[config.mk]
export PLATFORM = sky130hd
export DESIGN_NAME = dqs_cal_top
export DESIGN_NICKNAME = d
export VERILOG_FILES = /design/src/rtl/dqs_cal_pkg.sv /design/src/rtl/dqs_cycle_timer.sv /design/src/rtl/dqs_window_tracker.sv /design/src/rtl/dqs_lane_fanout.sv /design/src/rtl/dqs_cal_top.sv
export SDC_FILE = /design/constraint.sdc
export NUM_CORES = 1
export LEC_CHECK = 0
export ABC_AREA = 1
export BUFFER_PORTS_ARGS = -buffer_cell sky130_fd_sc_hd__clkbuf_2
export CAP_MARGIN = 5
export CORE_MARGIN = 10
export CORE_UTILIZATION = 35
export CTS_BUF_LIST = sky130_fd_sc_hd__clkbuf_8
export DETAILED_ROUTE_END_ITERATION = 6
export SETUP_SLACK_MARGIN = 0.15
export SLEW_MARGIN = 0
export SYNTH_ARGS = -nofsm -noshare
export SYNTH_HDL_FRONTEND = slang
export SYNTH_SLANG_ARGS = --single-unit
[constraint.sdc]
create_clock -name clk -period 2.23 [get_ports clk]
set_input_delay 0.1115 -clock clk [delete_from_list [all_inputs] [get_ports clk]]
set_output_delay 0.1115 -clock clk [all_outputs]
set_load 0.02 [all_outputs]
[src/rtl/dqs_cal_pkg.sv]
package dqs_cal_pkg;

  typedef enum logic [3:0] {
    ST_IDLE, ST_SHIFT, ST_PROG, ST_ARM, ST_LOCK, ST_INIT, ST_SETTLE,
    ST_WRITE, ST_READ, ST_CHECK, ST_SCORE, ST_FINISH, ST_LAUNCH, ST_HALT
  } cal_state_e;

  // Training word for index idx: a base value per group of 16 words,
  // inverted in alternating two-word groups.
  function automatic logic [31:0] train_word(input int unsigned idx);
    logic [31:0] base;
    logic        flip;
    case ((idx >> 4) & 3)
      0:       base = 32'h0000_0000;
      1:       base = 32'hAAAA_AAAA;
      2:       base = 32'hA5A5_A5A5;
      default: base = 32'hAA55_AA55;
    endcase
    flip = 1'(((idx >> 1) ^ (idx >> 3)) & 1);
    return flip ? ~base : base;
  endfunction

  // Centre of a window, rounded down.
  function automatic int unsigned window_mid(input int unsigned first,
                                             input int unsigned last);
    return (first + last) / 2;
  endfunction

endpackage

[src/rtl/dqs_cycle_timer.sv]
module dqs_cycle_timer #(
  parameter int unsigned LIMIT = 16
) (
  input  logic clk,
  input  logic rst_n,
  input  logic clear,
  input  logic run,
  output logic expired_o
);
  localparam int unsigned W = $clog2(LIMIT + 1);
  logic [W-1:0] cnt_q;

  assign expired_o = (cnt_q == W'(LIMIT - 1));

  always_ff @(posedge clk or negedge rst_n) begin
    if (!rst_n)                  cnt_q <= '0;
    else if (clear)              cnt_q <= '0;
    else if (run && !expired_o)  cnt_q <= cnt_q + 1'b1;
  end
endmodule

[src/rtl/dqs_window_tracker.sv]
module dqs_window_tracker #(
  parameter int unsigned SHIFT_W = 7,
  parameter int unsigned DLY_W   = 7,
  parameter int unsigned CW      = 6
) (
  input  logic               clk,
  input  logic               rst_n,
  input  logic               clr_all,
  input  logic               clr_run,
  input  logic               score,
  input  logic               pass,
  input  logic [SHIFT_W-1:0] cur_shift,
  input  logic [DLY_W-1:0]   cur_dly,
  output logic [CW-1:0]      run_cnt_o,
  output logic [CW-1:0]      best_cnt_o,
  output logic [SHIFT_W-1:0] best_shift_o,
  output logic [DLY_W-1:0]   best_start_o,
  output logic [DLY_W-1:0]   best_end_o
);
  logic [CW-1:0]    run_q, run_next;
  logic [DLY_W-1:0] run_start_q, start_next;
  logic             take;

  always_comb begin
    run_next   = run_q + 1'b1;
    start_next = (run_q == '0) ? cur_dly : run_start_q;
    take       = score && pass && (run_next >= best_cnt_o);
  end

  always_ff @(posedge clk or negedge rst_n) begin
    if (!rst_n) begin
      run_q <= '0; run_start_q <= '0;
      best_cnt_o <= '0; best_shift_o <= '0; best_start_o <= '0; best_end_o <= '0;
    end else if (clr_all) begin
      run_q <= '0; run_start_q <= '0;
      best_cnt_o <= '0; best_shift_o <= '0; best_start_o <= '0; best_end_o <= '0;
    end else begin
      if (clr_run) run_q <= '0;
      else if (score) begin
        if (pass) begin
          run_q       <= run_next;
          run_start_q <= start_next;
        end else begin
          run_q <= '0;
        end
      end
      if (take) begin
        best_cnt_o   <= run_next;
        best_shift_o <= cur_shift;
        best_start_o <= start_next;
        best_end_o   <= cur_dly;
      end
    end
  end

  assign run_cnt_o = run_q;
endmodule

[src/rtl/dqs_lane_fanout.sv]
module dqs_lane_fanout #(
  parameter int unsigned LANES = 9,
  parameter int unsigned DLY_W = 7
) (
  input  logic [DLY_W-1:0]       dly_i,
  output logic [LANES*DLY_W-1:0] lanes_o
);
  for (genvar g = 0; g < LANES; g++) begin : g_lane
    assign lanes_o[g*DLY_W +: DLY_W] = dly_i;
  end
endmodule

[src/rtl/dqs_cal_top.sv]
module dqs_cal_top
  import dqs_cal_pkg::*;
#(
  parameter int unsigned SHIFT_LO   = 64,
  parameter int unsigned SHIFT_HI   = 95,
  parameter int unsigned DLY_LO     = 1,
  parameter int unsigned DLY_HI     = 63,
  parameter int unsigned LANES      = 9,
  parameter int unsigned SHIFT_W    = 7,
  parameter int unsigned DLY_W      = 7,
  parameter int unsigned NWORDS     = 64,
  parameter int unsigned NREADS     = 10,
  parameter int unsigned POLL_LIMIT = 65535,
  parameter int unsigned CLK_MHZ    = 100,
  parameter int unsigned SETTLE_US  = 100,
  localparam int unsigned AW        = $clog2(NWORDS),
  localparam int unsigned CW        = $clog2(DLY_HI - DLY_LO + 2)
) (
  input  logic                   clk,
  input  logic                   rst_n,
  input  logic                   cal_go_i,
  output logic                   busy_o,
  output logic                   done_o,
  output logic                   err_lock_o,
  output logic                   err_init_o,
  output logic                   err_nowin_o,
  output logic                   ctl_start_o,
  output logic [SHIFT_W-1:0]     wr_shift_o,
  output logic [SHIFT_W-1:0]     out_shift_o,
  output logic [LANES*DLY_W-1:0] rd_dly_o,
  input  logic                   dll_lock_i,
  input  logic                   init_done_i,
  output logic                   mem_req_o,
  output logic                   mem_we_o,
  output logic [AW-1:0]          mem_addr_o,
  output logic [31:0]            mem_wdata_o,
  input  logic [31:0]            mem_rdata_i,
  output logic [CW-1:0]          best_cnt_o,
  output logic [SHIFT_W-1:0]     best_shift_o,
  output logic [DLY_W-1:0]       win_start_o,
  output logic [DLY_W-1:0]       win_end_o
);
  localparam int unsigned SETTLE = CLK_MHZ * SETTLE_US;
  localparam int unsigned RW     = $clog2(NREADS + 1);
  localparam logic [SHIFT_W-1:0] SH_LO  = SHIFT_W'(SHIFT_LO);
  localparam logic [SHIFT_W-1:0] SH_HI  = SHIFT_W'(SHIFT_HI);
  localparam logic [SHIFT_W-1:0] SH_OFS = SHIFT_W'(32);
  localparam logic [DLY_W-1:0]   DL_LO  = DLY_W'(DLY_LO);
  localparam logic [DLY_W-1:0]   DL_HI  = DLY_W'(DLY_HI);
  localparam logic [AW-1:0]      LAST_W = AW'(NWORDS - 1);
  localparam logic [RW-1:0]      LAST_R = RW'(NREADS - 1);

  cal_state_e         state_q;
  logic [SHIFT_W-1:0] shift_q;
  logic [DLY_W-1:0]   dly_q, dly_cfg_q;
  logic [AW-1:0]      idx_q;
  logic [RW-1:0]      rep_q;
  logic               pass_q;
  logic               poll_exp, settle_exp;
  logic [CW-1:0]      run_cnt;

  // Named internal events for the checker.
  logic ev_clear_all, ev_clear_run, ev_score, ev_pass, rd_phase, mismatch;
  assign ev_clear_all = cal_go_i && (state_q == ST_IDLE || state_q == ST_HALT);
  assign ev_clear_run = (state_q == ST_SHIFT);
  assign ev_score     = (state_q == ST_SCORE);
  assign ev_pass      = pass_q;
  assign rd_phase     = (state_q == ST_READ) || (state_q == ST_CHECK);
  assign mismatch     = (mem_rdata_i != train_word(32'(idx_q)));

  dqs_cycle_timer #(.LIMIT(POLL_LIMIT)) u_poll (
    .clk(clk), .rst_n(rst_n),
    .clear(!(state_q == ST_LOCK || state_q == ST_INIT) ||
           (state_q == ST_LOCK && dll_lock_i)),
    .run(state_q == ST_LOCK || state_q == ST_INIT),
    .expired_o(poll_exp));

  dqs_cycle_timer #(.LIMIT(SETTLE)) u_settle (
    .clk(clk), .rst_n(rst_n),
    .clear(state_q != ST_SETTLE), .run(state_q == ST_SETTLE),
    .expired_o(settle_exp));

  dqs_window_tracker #(.SHIFT_W(SHIFT_W), .DLY_W(DLY_W), .CW(CW)) u_track (
    .clk(clk), .rst_n(rst_n),
    .clr_all(ev_clear_all), .clr_run(ev_clear_run),
    .score(ev_score), .pass(pass_q),
    .cur_shift(shift_q), .cur_dly(dly_q),
    .run_cnt_o(run_cnt), .best_cnt_o(best_cnt_o), .best_shift_o(best_shift_o),
    .best_start_o(win_start_o), .best_end_o(win_end_o));

  dqs_lane_fanout #(.LANES(LANES), .DLY_W(DLY_W)) u_fan (
    .dly_i(dly_cfg_q), .lanes_o(rd_dly_o));

  assign busy_o      = !(state_q == ST_IDLE || state_q == ST_HALT);
  assign mem_req_o   = (state_q == ST_WRITE) || (state_q == ST_READ);
  assign mem_we_o    = (state_q == ST_WRITE);
  assign mem_addr_o  = idx_q;
  assign mem_wdata_o = train_word(32'(idx_q));

  always_ff @(posedge clk or negedge rst_n) begin
    if (!rst_n) begin
      state_q <= ST_IDLE; shift_q <= '0; dly_q <= '0; dly_cfg_q <= '0;
      idx_q <= '0; rep_q <= '0; pass_q <= 1'b0; ctl_start_o <= 1'b0;
      wr_shift_o <= '0; out_shift_o <= '0; done_o <= 1'b0;
      err_lock_o <= 1'b0; err_init_o <= 1'b0; err_nowin_o <= 1'b0;
    end else begin
      done_o <= 1'b0;
      case (state_q)
        ST_IDLE, ST_HALT: if (cal_go_i) begin
          err_lock_o <= 1'b0; err_init_o <= 1'b0; err_nowin_o <= 1'b0;
          shift_q <= SH_LO;
          state_q <= ST_SHIFT;
        end
        ST_SHIFT: begin
          ctl_start_o <= 1'b0;
          wr_shift_o  <= shift_q;
          out_shift_o <= shift_q + SH_OFS;
          dly_q       <= DL_LO;
          state_q     <= ST_PROG;
        end
        ST_PROG: begin
          ctl_start_o <= 1'b0;
          dly_cfg_q   <= dly_q;
          state_q     <= ST_ARM;
        end
        ST_ARM: begin
          ctl_start_o <= 1'b1;
          state_q     <= ST_LOCK;
        end
        ST_LOCK:
          if (dll_lock_i) state_q <= ST_INIT;
          else if (poll_exp) begin err_lock_o <= 1'b1; state_q <= ST_HALT; end
        ST_INIT:
          if (init_done_i) state_q <= ST_SETTLE;
          else if (poll_exp) begin err_init_o <= 1'b1; state_q <= ST_HALT; end
        ST_SETTLE: if (settle_exp) begin idx_q <= '0; state_q <= ST_WRITE; end
        ST_WRITE:
          if (idx_q == LAST_W) begin idx_q <= '0; rep_q <= '0; state_q <= ST_READ; end
          else idx_q <= idx_q + 1'b1;
        ST_READ: state_q <= ST_CHECK;
        ST_CHECK:
          if (mismatch) begin pass_q <= 1'b0; state_q <= ST_SCORE; end
          else if (rep_q != LAST_R) begin rep_q <= rep_q + 1'b1; state_q <= ST_READ; end
          else if (idx_q == LAST_W) begin pass_q <= 1'b1; state_q <= ST_SCORE; end
          else begin idx_q <= idx_q + 1'b1; rep_q <= '0; state_q <= ST_READ; end
        ST_SCORE: begin
          ctl_start_o <= 1'b0;
          if (dly_q != DL_HI) begin dly_q <= dly_q + 1'b1; state_q <= ST_PROG; end
          else if (shift_q != SH_HI) begin shift_q <= shift_q + 1'b1; state_q <= ST_SHIFT; end
          else state_q <= ST_FINISH;
        end
        ST_FINISH:
          if (best_cnt_o == '0) begin
            err_nowin_o <= 1'b1; done_o <= 1'b1; state_q <= ST_IDLE;
          end else begin
            wr_shift_o  <= best_shift_o;
            out_shift_o <= best_shift_o + SH_OFS;
            dly_cfg_q   <= DLY_W'(window_mid(32'(win_start_o), 32'(win_end_o)));
            state_q     <= ST_LAUNCH;
          end
        ST_LAUNCH: begin
          ctl_start_o <= 1'b1; done_o <= 1'b1; state_q <= ST_IDLE;
        end
        default: state_q <= ST_IDLE;
      endcase
    end
  end
endmodule

==> impl_results.rst, run 1 <==
.. list-table::
   :header-rows: 1

   * - Metric
     - Value
   * - Required time worst endpoint
     - 2.60 ns
   * - Number of nets produced by synthesis
     - 1090
   * - Core box area
     - 21900 sq um
   * - Antenna-violating nets left
     - 0
   * - Number of buffers on the longest clock path
     - 2
   * - Io pins
     - 187
   * - Slew Viols, Final
     - 0
   * - Number of hold violations in the final report
     - 0
   * - Post-synth cell types
     - 46
   * - Worst min-delay path class
     - in2reg
   * - Total power divided by cell area
     - 435 nW/um^2
   * - Latest clock arrival within the worst-skew pair
     - 0.44 ns
   * - Reg-to-reg endpoint
     - u_track.best_cnt_o[2]$_DFFE_PN0P_
   * - CTS Sinks
     - 120
   * - H-Tree Depth
     - 4
   * - Register area
     - 3010 sq um
   * - Number of filler instances in the final layout
     - 2205
   * - Cell depth of the worst flop-to-flop path
     - 13
   * - Cell depth of the worst hold path
     - 4
   * - Leakage power
     - 4.77 nW
   * - Highest net fanout along the worst path
     - 5
   * - Share of flip-flops with an asynchronous set or reset
     - 100%
   * - Global-route usage over all layers
     - 15.0%
   * - RePlAce Congestion
     - 0.901
   * - Unrepaired setup endpoints after global routing
     - true
   * - Average wire length per cell after detail routing
     - 15.0 um
   * - Count of standard-cell rows
     - 54
   * - Setup crit start kind
     - register
   * - Layout cell share with drive strength beyond 1
     - 34.4%
   * - End point of the worst hold path
     - state_q[3]$_DFFE_PN0P_
   * - Slew at the pin with the worst max-slew slack
     - 0.545 ns
   * - Period utilisation layout
     - 97.1%
   * - Start point of the worst min-delay path
     - cal_go_i
   * - Layout overhead on the synthesized area
     - 25.4%
   * - Number of setup violations in the final report
     - 0
   * - First-pass GRT wire length
     - 35700 um
   * - Clock-pin slew on the worst setup and hold paths
     - 0.07 ns
   * - Max Clk Rate
     - 462 MHz
   * - Count of input and output buffers
     - 186
   * - Largest net degree at the start of global routing
     - 71
   * - Core utilization of the finished layout
     - 44.7%
   * - Setup Total Neg Slack
     - 0 ns
   * - Setup slack on the worst flop-to-flop path
     - 0.06 ns
   * - Number of flops mapped to enable cells by yosys
     - 0
   * - Portion of the post-synthesis area used by sequential elements
     - 38.5%
   * - Initial Utilization
     - 35.6%
   * - Post-route minimum period
     - 2.17 ns
   * - Reg2reg start
     - u_track.run_cnt_o[1]$_DFFE_PN0P_
   * - Per-instance average area after synthesis
     - 7.61 sq um
   * - Total gr overflow
     - 0
   * - Buffer type at the clock tree root
     - sky130_fd_sc_hd__clkbuf_8
   * - Iter 0 DRT Violations
     - 465
   * - Result of the run
     - finished, final reports clean
   * - Vias in the first global route
     - 6934
   * - CTS tree
     - yes
   * - Detailed placer's ending HPWL
     - 16600 um
   * - Flip-flop and latch count after synthesis
     - 120
   * - Via count
     - 7218
   * - Maximum capacitance violations
     - 0
   * - Start-to-end type of the worst setup path
     - reg2reg
   * - Worst-case headroom to the max-slew limit
     - 63.3%
   * - CP arrival
     - 2.54 ns
   * - Synthesized area
     - 7800 sq um
   * - Synthesis Warnings
     - 0
   * - Vias per inst
     - 4.89
   * - Die X
     - 169 um
   * - Most instantiated flip-flop cell in the synthesis netlist
     - sky130_fd_sc_hd__dfrtp_1
   * - Residual DRC count
     - 0
   * - Routed Wire Length
     - 22200 um
   * - Number of antenna violations at the first check in global routing
     - 0
   * - Die Outline Area
     - 28700 sq um
   * - Antenna cell count
     - 0
   * - Total iterations of the first detailed-routing run
     - 6
   * - Total number of nets in the final design
     - 1251
   * - Area occupied by multi-input gates
     - 4100 sq um
   * - Maximum vdd ir drop
     - 0.314 mV
   * - Cell count after synthesis
     - 1025
   * - Die Ht
     - 169 um
   * - Number of buffers created by CTS
     - 17
   * - Type of destination of the critical path
     - register
   * - Clock tree skew after final layout
     - 0.0106 ns
-- layout by cell type, fill, tap and decap left out, types with 16 or more instances in the layout --
master / instances
sky130_fd_sc_hd__o21ai_1: 24
sky130_fd_sc_hd__buf_4: 45
sky130_fd_sc_hd__clkbuf_2: 185
sky130_fd_sc_hd__inv_1: 100
sky130_fd_sc_hd__nand3_2: 27
sky130_fd_sc_hd__nand3_1: 70
sky130_fd_sc_hd__inv_2: 16
sky130_fd_sc_hd__nand2_2: 29
sky130_fd_sc_hd__nand2_1: 197
sky130_fd_sc_hd__o21ai_0: 41
sky130_fd_sc_hd__dfrtp_1: 115
sky130_fd_sc_hd__clkbuf_8: 17
sky130_fd_sc_hd__nand4_1: 16
sky130_fd_sc_hd__ha_1: 19
sky130_fd_sc_hd__nor3_1: 20
sky130_fd_sc_hd__nor2_1: 78
sky130_fd_sc_hd__a21oi_1: 22
-- synth_stat cells (3+ instances only) --
| library cell | number | area [sq um] |
|---|---|---|
| sky130_fd_sc_hd__ha_1 | 27 | 338 |
| sky130_fd_sc_hd__o22ai_1 | 11 | 68.8 |
| sky130_fd_sc_hd__nor2_2 | 7 | 43.8 |
| sky130_fd_sc_hd__a21oi_1 | 23 | 115 |
| sky130_fd_sc_hd__inv_2 | 13 | 48.8 |
| sky130_fd_sc_hd__dfrtp_1 | 120 | 3000 |
| sky130_fd_sc_hd__xor2_1 | 12 | 105 |
| sky130_fd_sc_hd__nand4_1 | 16 | 100 |
| sky130_fd_sc_hd__o211ai_1 | 10 | 75.1 |
| sky130_fd_sc_hd__a31oi_1 | 13 | 81.3 |
| sky130_fd_sc_hd__o21ai_0 | 56 | 280 |
| sky130_fd_sc_hd__o21ai_1 | 14 | 70.1 |
| sky130_fd_sc_hd__nand2_1 | 228 | 856 |
| sky130_fd_sc_hd__xnor2_1 | 7 | 61.3 |
| sky130_fd_sc_hd__buf_4 | 85 | 638 |
| sky130_fd_sc_hd__buf_2 | 8 | 40.0 |
| sky130_fd_sc_hd__nor3_1 | 23 | 115 |
| sky130_fd_sc_hd__or2_2 | 8 | 50.1 |
| sky130_fd_sc_hd__nand3_2 | 6 | 60.1 |
| sky130_fd_sc_hd__nand3_1 | 94 | 470 |
| sky130_fd_sc_hd__nor4_1 | 4 | 25.0 |
| sky130_fd_sc_hd__nor2_1 | 84 | 315 |
| sky130_fd_sc_hd__buf_6 | 3 | 33.8 |
| sky130_fd_sc_hd__mux2i_1 | 6 | 60.1 |
| sky130_fd_sc_hd__o21a_1 | 7 | 52.6 |
| sky130_fd_sc_hd__a211oi_1 | 3 | 22.5 |
| sky130_fd_sc_hd__nand2_2 | 4 | 25.0 |
| sky130_fd_sc_hd__inv_1 | 104 | 390 |
| sky130_fd_sc_hd__clkbuf_1 | 8 | 30.0 |
-- what timing repair did --
| item | 4_1_cts | 5_1_grt |
|---|---|---|
| cloned | 3 | 2 |
| buffers inserted | 15 | 8 |
| pin swaps | 8 | 31 |
| gates resized for setup | 31 | 118 |
| hold buffers | 1 | 0 |
| hold endpoints to repair | 29 | 0 |
| endpoints found under the setup margin | 42 | 82 |
-- state kept, by name (all words and copies together) (netlist names) --
register	cells
dly_q	7
done_o	1
err_init_o	1
ctl_start_o	1
mem_addr_o	6
u_track.best_shift_o	7
u_track.run_start_q	7
ev_pass	1
u_track.best_start_o	7
u_poll.cnt_q	16
dly_cfg_q	7
u_track.best_end_o	7
rep_q	4
err_nowin_o	1
u_track.best_cnt_o	6
err_lock_o	1
out_shift_o	2
u_settle.cnt_q	14
shift_q	7
u_track.run_cnt_o	6
state_q	4
wr_shift_o	7
-- worst max-delay path, stage by stage, from the launching register on --
cell,delay [ns]
sky130_fd_sc_hd__dfrtp_1,0.40
sky130_fd_sc_hd__nand3_2,0.09
sky130_fd_sc_hd__nor3_2,0.14
sky130_fd_sc_hd__xor2_1,0.23
sky130_fd_sc_hd__ha_1,0.29
sky130_fd_sc_hd__nand2_2,0.10
sky130_fd_sc_hd__inv_2,0.04
sky130_fd_sc_hd__o211ai_1,0.08
sky130_fd_sc_hd__o2111ai_2,0.15
sky130_fd_sc_hd__nand2_2,0.14
sky130_fd_sc_hd__buf_6,0.15
sky130_fd_sc_hd__clkbuf_16,0.14
sky130_fd_sc_hd__nand3_2,0.05
sky130_fd_sc_hd__o21ai_1,0.08
-- where the power goes --
part           total [mW]  switching, mW  internal (mW)
Combinational       0.132         0.0837         0.0480
Clock                1.94          0.875           1.07
Sequential           2.18        0.00145           2.18
Total                4.25          0.960           3.29
-- stage by stage --
stage	instances	hold WS (ns)	area (sq um)	worst slack [ns]	total power [mW]
floorplan	1025	-0.184	7810	0.153	2.25
global placement	1418	0.0912	8590	0.0515	2.35
detailed placement	1418	0.0957	8590	-0.0371	2.35
CTS	1467	0.00672	9220	0.0729	4.31
global route	1477	0.0991	9790	-0.0973	4.42
finish	1477	0.0292	9790	0.0636	4.25
-- how the worst max path moves through the flow --
stage	start	endpoint	cells past startpoint
floorplan	mem_addr_o[4]$_DFFE_PN0P_	mem_addr_o[5]$_DFFE_PN0P_	13
global route	state_q[3]$_DFFE_PN0P_	u_track.best_cnt_o[4]$_DFFE_PN0P_	9
finish	u_track.run_cnt_o[1]$_DFFE_PN0P_	u_track.best_cnt_o[2]$_DFFE_PN0P_	13
global placement	mem_addr_o[4]$_DFFE_PN0P_	rep_q[1]$_DFFE_PN0P_	14
detailed placement	u_track.run_cnt_o[0]$_DFFE_PN0P_	u_track.best_start_o[1]$_DFFE_PN0P_	12
CTS	u_track.run_cnt_o[0]$_DFFE_PN0P_	u_track.best_start_o[1]$_DFFE_PN0P_	13
-- per-layer routing --
metal | vias up | routed length [um] | GRT usage, %
met1 | 3398 | 9870 | 19.3
met4 | 0 | 191 | 3.75
met2 | 163 | 11200 | 24.9
li1 | 3639 | - | -
met5 | - | 0 | 0
met3 | 18 | 949 | 3.29
-- cells by family after synthesis --
kind of cell,count (synthesis),share of synthesized area [%]
simple gates,484,27.9
mux,6,0.770
compound gates,147,11.0
fa+ha+maj,28,4.59
xor+xnor,19,2.13
buf+inv,221,15.1
flops,120,38.5
-- area by class of cell --
cell class | count | share of cell area (%)
tap | 280 | 3.58
inverter | 117 | 4.59
clock inverter | 13 | 1.43
clock buffer | 17 | 2.39
sequential | 120 | 30.7
multi-input combinational | 685 | 41.8
timing repair buffer | 245 | 15.4
(Power assumes the default switching activity.)
==> run 2: changes to the inputs <==
--- a/config.mk
+++ b/config.mk
@@ -12,6 +12,7 @@
 export CORE_UTILIZATION = 35
 export CTS_BUF_LIST = sky130_fd_sc_hd__clkbuf_8
 export DETAILED_ROUTE_END_ITERATION = 6
+export MAX_ROUTING_LAYER = met4
 export SETUP_SLACK_MARGIN = 0.15
 export SLEW_MARGIN = 0
 export SYNTH_ARGS = -nofsm -noshare
==> run 2 against run 1 <==
Sequential share of layout area unchanged. Clock-buffer cell count unchanged. Clock skew up 0.0018 ns. Largest cell class unchanged. Sequential cell count unchanged. Critical path type unchanged.
==> impl_results.rst, run 2 (synthesized netlist as in run 1, its figures left out) <==
.. list-table::
   :header-rows: 1

   * - Metric
     - Value
   * - Result of the run
     - finished, final reports clean
   * - Slew Viols, Final
     - 0
   * - Most frequent cells in the layout
     - sky130_fd_sc_hd__nand2_1, sky130_fd_sc_hd__clkbuf_2, sky130_fd_sc_hd__dfrtp_1, sky130_fd_sc_hd__inv_1, sky130_fd_sc_hd__nor2_1
   * - Global-route usage over all layers
     - 15.4%
   * - Post-route minimum period
     - 2.16 ns
   * - Most common cell after layout, fill and taps aside
     - sky130_fd_sc_hd__nand2_1
   * - Area of all placed cells without fillers
     - 9790 sq um
   * - Cell depth of the worst flop-to-flop path
     - 13
   * - Vias in the first global route
     - 6939
   * - CTS tree
     - yes
   * - Max Clk Rate
     - 462 MHz
   * - Io pins
     - 187
   * - Die Ht
     - 169 um
   * - Worst Hold Slack
     - 0.0314 ns
   * - Slew at the pin with the worst max-slew slack
     - 0.505 ns
   * - Buffer type at the clock tree root
     - sky130_fd_sc_hd__clkbuf_8
   * - First-pass GRT wire length
     - 35700 um
   * - Area occupied by multi-input gates
     - 4100 sq um
   * - Reg2reg start
     - u_track.run_cnt_o[0]$_DFFE_PN0P_
   * - Residual DRC count
     - 0
   * - Core box area
     - 21900 sq um
   * - Worst-case headroom to the max-slew limit
     - 66.0%
   * - Clock tree skew after final layout
     - 0.0124 ns
   * - Total power divided by cell area
     - 435 nW/um^2
   * - Unrepaired setup endpoints after global routing
     - true
   * - Setup crit start kind
     - register
   * - RePlAce Congestion
     - 0.916
   * - Antenna-violating nets left
     - 0
   * - Post-placement cell area
     - 8590 sq um
   * - Detailed placer's ending HPWL
     - 16600 um
   * - Initial Utilization
     - 35.6%
   * - Number of buffers created by CTS
     - 17
   * - Number of filler instances in the final layout
     - 2205
   * - Layout cell share with drive strength beyond 1
     - 34.4%
   * - Max FFs per register
     - 16
   * - Vias per inst
     - 4.88
   * - Number of setup violations in the final report
     - 0
   * - Maximum vdd ir drop
     - 0.315 mV
   * - Required time worst endpoint
     - 2.60 ns
   * - Number of buffers on the longest clock path
     - 2
   * - Final worst slack
     - 0.0671 ns
   * - Total iterations of the first detailed-routing run
     - 6
   * - Leakage power
     - 4.77 nW
   * - Worst setup path start
     - u_track.run_cnt_o[0]$_DFFE_PN0P_
   * - Setup slack on the worst flop-to-flop path
     - 0.07 ns
   * - Layout overhead on the synthesized area
     - 25.4%
   * - Number of antenna violations at the first check in global routing
     - 0
   * - DP Worst Slack
     - -0.0371 ns
   * - Die X
     - 169 um
   * - Highest net fanout along the worst path
     - 5
   * - Reg-to-reg endpoint
     - u_track.best_cnt_o[2]$_DFFE_PN0P_
   * - Via count
     - 7208
   * - Clock-pin slew on the worst setup and hold paths
     - 0.07 ns
   * - Register name with the most flops
     - u_poll.cnt_q
   * - H-Tree Depth
     - 4
   * - Type of destination of the critical path
     - register
   * - Count of input and output buffers
     - 186
   * - Maximum capacitance violations
     - 0
   * - Total number of nets in the final design
     - 1251
   * - Average wire length per cell after detail routing
     - 15.0 um
   * - Period utilisation layout
     - 97.0%
   * - Iter 0 DRT Violations
     - 436
   * - CTS Sinks
     - 120
   * - Critical Path End
     - u_track.best_cnt_o[2]$_DFFE_PN0P_
   * - Number of hold violations in the final report
     - 0
   * - Register area
     - 3010 sq um
   * - Largest net degree at the start of global routing
     - 71
   * - Biggest registers after layout
     - u_poll.cnt_q: 16 flops, u_settle.cnt_q: 14 flops
   * - Total gr overflow
     - 0
   * - CP arrival
     - 2.53 ns
   * - Count of standard-cell rows
     - 54
   * - Antenna cell count
     - 0
   * - Die Outline Area
     - 28700 sq um
   * - Routed Wire Length
     - 22200 um
   * - Latest clock arrival within the worst-skew pair
     - 0.45 ns
   * - Worst min-delay path class
     - in2reg
   * - Start-to-end type of the worst setup path
     - reg2reg
run 2: cell counts in the layout (fill, tap and decap cells not counted):
No cell type changed its count.
run 2: layout make-up:
class / count / share of cell area [%]
multi-input cells: 685 / 41.8
flip-flops and latches: 120 / 30.7
clock buffers: 17 / 2.39
clock inverters: 13 / 1.43
inverters: 117 / 4.59
well taps: 280 / 3.58
repair buffers: 245 / 15.4
run 2: per-stage QoR:
| stage | setup TNS (ns) | total power, mW | util, % | instances |
|---|---|---|---|---|
| 2_1_floorplan | 0 | 2.25 | - | 1025 |
| 3_3_place_gp | 0 | 2.35 | 39.3 | 1418 |
| 3_5_place_dp | -0.0371 | 2.35 | 39.3 | 1418 |
| 4_1_cts | 0 | 4.31 | 42.1 | 1467 |
| 5_1_grt | -1.69 | 4.43 | 44.7 | 1477 |
| 6_report | 0 | 4.25 | 44.7 | 1477 |
run 2: worst max-delay path: stages (launching register included):
cell and delay (ns):
sky130_fd_sc_hd__dfrtp_2 0.40, sky130_fd_sc_hd__nand3_2 0.10, sky130_fd_sc_hd__nor3_2 0.14, sky130_fd_sc_hd__xor2_1 0.23
sky130_fd_sc_hd__ha_1 0.29, sky130_fd_sc_hd__nand2_2 0.10, sky130_fd_sc_hd__inv_2 0.04, sky130_fd_sc_hd__o211ai_1 0.08
sky130_fd_sc_hd__o2111ai_2 0.15, sky130_fd_sc_hd__nand2_2 0.14, sky130_fd_sc_hd__buf_6 0.15, sky130_fd_sc_hd__clkbuf_16 0.14
sky130_fd_sc_hd__nand3_2 0.05, sky130_fd_sc_hd__o21ai_1 0.08
run 2: repair_timing:
action,4_1_cts,5_1_grt
buffers inserted,15,8
hold endpoints to repair,29,0
hold buffers,1,0
resized for setup,31,118
endpoints found under the setup margin,42,84
cloned,3,2
pin swaps,8,31
run 2: per-layer routing:
layer,vias up,track usage (%),share of wire [%]
met3,13,3.27,3.8
met5,-,-,0
met1,3400,19.5,45
met2,154,24.9,50
met4,0,3.41,0.65
li1,3641,-,-
run 2: power by group:
group | internal [mW] | switching (mW) | leakage [nW]
clock network | 1.07 | 0.874 | 0.209
registers | 2.18 | 0.00149 | 1.55
logic | 0.0480 | 0.0836 | 3.01
total | 3.29 | 0.959 | 4.77
run 2: how the worst min path moves through the flow:
stage / startpoint / end / slack (ns) / cells past startpoint
after floorplan: rst_n / ctl_start_o$_DFFE_PN0P_ / -0.18 / 0
after global placement: rst_n / shift_q[3]$_DFFE_PN0P_ / 0.09 / 1
after detailed placement: rst_n / shift_q[3]$_DFFE_PN0P_ / 0.1 / 1
after CTS: cal_go_i / state_q[3]$_DFFE_PN0P_ / 0.007 / 4
after global routing: dll_lock_i / err_lock_o$_DFFE_PN0P_ / 0.1 / 5
final: cal_go_i / state_q[3]$_DFFE_PN0P_ / 0.03 / 4
==> run 3: changes to the inputs <==
--- a/config.mk
+++ b/config.mk
@@ -9,10 +9,11 @@
 export BUFFER_PORTS_ARGS = -buffer_cell sky130_fd_sc_hd__clkbuf_2
 export CAP_MARGIN = 5
 export CORE_MARGIN = 10
-export CORE_UTILIZATION = 35
+export CORE_UTILIZATION = 45
 export CTS_BUF_LIST = sky130_fd_sc_hd__clkbuf_8
 export DETAILED_ROUTE_END_ITERATION = 6
 export MAX_ROUTING_LAYER = met4
+export PLACE_DENSITY = 0.72
 export SETUP_SLACK_MARGIN = 0.15
 export SLEW_MARGIN = 0
 export SYNTH_ARGS = -nofsm -noshare
==> run 3 against run 2 <==
Via count rose by 0.60%. First-iteration DRC count increased by 25%. Critical path type unchanged. Non-clock buffer count shrank 6. Sequential share of layout area rose by 0.62 points. The run now ends with setup timing left. Worst setup slack got worse by 0.11 ns.
==> impl_results.rst, run 3 (synthesized netlist as in run 1, its figures left out) <==
.. list-table::
   :header-rows: 1

   * - Metric
     - Value
   * - Die Outline Area
     - 23000 sq um
   * - Global-route usage over all layers
     - 18.2%
   * - Number of setup violations in the final report
     - 19
   * - Count of standard-cell rows
     - 48
   * - H-Tree Depth
     - 4
   * - Number of antenna violations at the first check in global routing
     - 0
   * - Detailed placer's ending HPWL
     - 15600 um
   * - Maximum vdd ir drop
     - 0.475 mV
   * - Initial Utilization
     - 45.6%
   * - CTS tree
     - yes
   * - Number of buffers created by CTS
     - 17
   * - RePlAce Congestion
     - 0.938
   * - First-pass GRT wire length
     - 33200 um
   * - Post-route minimum period
     - 2.27 ns
   * - Io pins
     - 187
   * - Total gr overflow
     - 0
   * - Result of the run
     - finished, violations left
   * - Max Clk Rate
     - 441 MHz
   * - Antenna cell count
     - 0
   * - Maximum capacitance violations
     - 0
   * - Period utilisation layout
     - 102%
   * - Start-to-end type of the worst setup path
     - reg2reg
   * - Clock-pin slew on the worst setup and hold paths
     - 0.08 ns
   * - Latest clock arrival within the worst-skew pair
     - 0.46 ns
   * - CP max stage delay
     - 0.41 ns
   * - Count of input and output buffers
     - 186
   * - Die X
     - 152 um
   * - Most common cell after layout, fill and taps aside
     - sky130_fd_sc_hd__nand2_1
   * - Number of filler instances in the final layout
     - 1543
   * - Worst min-delay path class
     - in2reg
   * - Residual DRC count
     - 0
   * - CP arrival
     - 2.66 ns
   * - Type of destination of the critical path
     - register
   * - Via count
     - 7251
   * - Biggest registers after layout
     - u_poll.cnt_q: 16 flops, u_settle.cnt_q: 14 flops
   * - Most frequent cell on the critical path
     - sky130_fd_sc_hd__nand2_4
   * - Register name with the most flops
     - u_poll.cnt_q
   * - Number of hold violations in the final report
     - 0
   * - Worst-case headroom to the max-slew limit
     - 61.6%
   * - Iter 0 DRT Violations
     - 544
   * - Worst-path cell chain
     - buf_4 > ha_2 > nand3_2 > xor2_2 > ha_1 > nand2_2 > inv_2 > o211ai_1 > o2111ai_2 > nand2_4 > buf_6 > nand2_4 > o21ai_1
   * - Clock tree skew after final layout
     - 0.0132 ns
   * - Max FFs per register
     - 16
   * - Buffer type at the clock tree root
     - sky130_fd_sc_hd__clkbuf_8
   * - Leakage power
     - 4.68 nW
   * - CTS Sinks
     - 120
   * - Routed Wire Length
     - 21500 um
   * - Required time worst endpoint
     - 2.62 ns
   * - Largest net degree at the start of global routing
     - 42
   * - Vias per inst
     - 5.11
   * - DP Worst Slack
     - -0.0163 ns
   * - Vias in the first global route
     - 6638
   * - Max stage delay cell, worst path
     - sky130_fd_sc_hd__dfrtp_1
   * - Failing checks
     - setup timing
   * - Die Ht
     - 152 um
   * - Total number of nets in the final design
     - 1246
   * - Number of buffers on the longest clock path
     - 2
   * - Total power divided by cell area
     - 461 nW/um^2
   * - Highest net fanout along the worst path
     - 7
   * - Layout cell share with drive strength beyond 1
     - 33.0%
   * - Unrepaired setup endpoints after global routing
     - true
   * - Slew at the pin with the worst max-slew slack
     - 0.570 ns
   * - Setup crit start kind
     - register
   * - Final worst slack
     - -0.0393 ns
   * - Slew Viols, Final
     - 0
   * - Average wire length per cell after detail routing
     - 15.1 um
   * - Worst Hold Slack
     - 0.0974 ns
   * - Layout overhead on the synthesized area
     - 22.9%
   * - Antenna-violating nets left
     - 0
   * - Most frequent cells in the layout
     - sky130_fd_sc_hd__nand2_1, sky130_fd_sc_hd__clkbuf_2, sky130_fd_sc_hd__dfrtp_1, sky130_fd_sc_hd__inv_1, sky130_fd_sc_hd__nand3_1
   * - Core box area
     - 17100 sq um
   * - Total iterations of the first detailed-routing run
     - 5
==> run 3: cell types whose count changed in the layout (fill, tap and decap cells not counted), sizes merged <==
cell and change:
inv -1, buf -5, clkinvlp +2, nand2 +1, clkbuf -1, dlygate4sd3 +1
==> run 3: critical path: cells and delay by family, from the launching register on <==
family | cells | cell delay, ns
buffers and inverters | 3 | 0.37
xor gates and xnor gates | 1 | 0.16
AOI/OAI and AO/OA | 3 | 0.35
adders and majority gates | 2 | 0.49
DFF | 1 | 0.41
and+or+nand+nor | 4 | 0.44
==> run 3: per-layer routing <==
layer	global-route usage [%]	vias up	wire length, um
met5	-	-	0
met4	4.53	0	223
met3	4.16	22	950
met2	28.2	169	10700
met1	23.5	3437	9610
li1	-	3623	-
==> run 3: path summary, 6_finish.rpt <==
kind,start,end,slack [ns],cells after the start
worst max register to register,u_track.run_cnt_o[0]$_DFFE_PN0P_,u_track.best_start_o[1]$_DFFE_PN0P_,-0.04,13
worst max-delay path,u_track.run_cnt_o[0]$_DFFE_PN0P_,u_track.best_start_o[1]$_DFFE_PN0P_,-0.04,13
min in group asynchronous,rst_n,dly_cfg_q[6]$_DFFE_PN0P_,0.13,2
max in group asynchronous,rst_n,u_track.best_cnt_o[2]$_DFFE_PN0P_,1.39,3
worst min-delay path,dll_lock_i,err_lock_o$_DFFE_PN0P_,0.1,5
worst min register to register,out_shift_o[5]$_DFFE_PN0P_,out_shift_o[5]$_DFFE_PN0P_,0.49,2
==> run 3: what timing repair did <==
item	in CTS	in global routing
endpoints found under the hold margin	69	0
pin swaps	6	30
gates cloned	3	2
hold buffers	2	0
endpoints found under the setup margin	46	75
gates resized for setup	30	97
buffers inserted	3	17
==> run 3: cell type report <==
class                      count  area [sq um]  area share [%]
inverter                     117           447            4.66
clock inverter                14           175            1.83
timing repair buffer         239          1420            14.8
multi-input combinational    686          4010            41.8
sequential                   120          3010            31.4
tap                          225           282            2.93
clock buffer                  18           248            2.58
==> run 3: per-stage QoR <==
step | std cells | util, % | setup TNS [ns] | total power, mW | area, sq um
detailed placement | 1360 | 49.7 | -0.0246 | 2.35 | 8500
global placement | 1360 | 49.7 | 0 | 2.35 | 8500
global route | 1419 | 56.0 | -3.30 | 4.59 | 9590
floorplan | 1025 | - | 0 | 2.25 | 7810
CTS | 1400 | 53.2 | 0 | 4.47 | 9100
finish | 1419 | 56.0 | -0.300 | 4.42 | 9590
==> run 3: power by group <==
group	switching [mW]	internal [mW]	leakage, nW
clock	0.968	1.14	0.211
sequential	0.00173	2.18	1.55
combinational	0.0807	0.0500	2.92
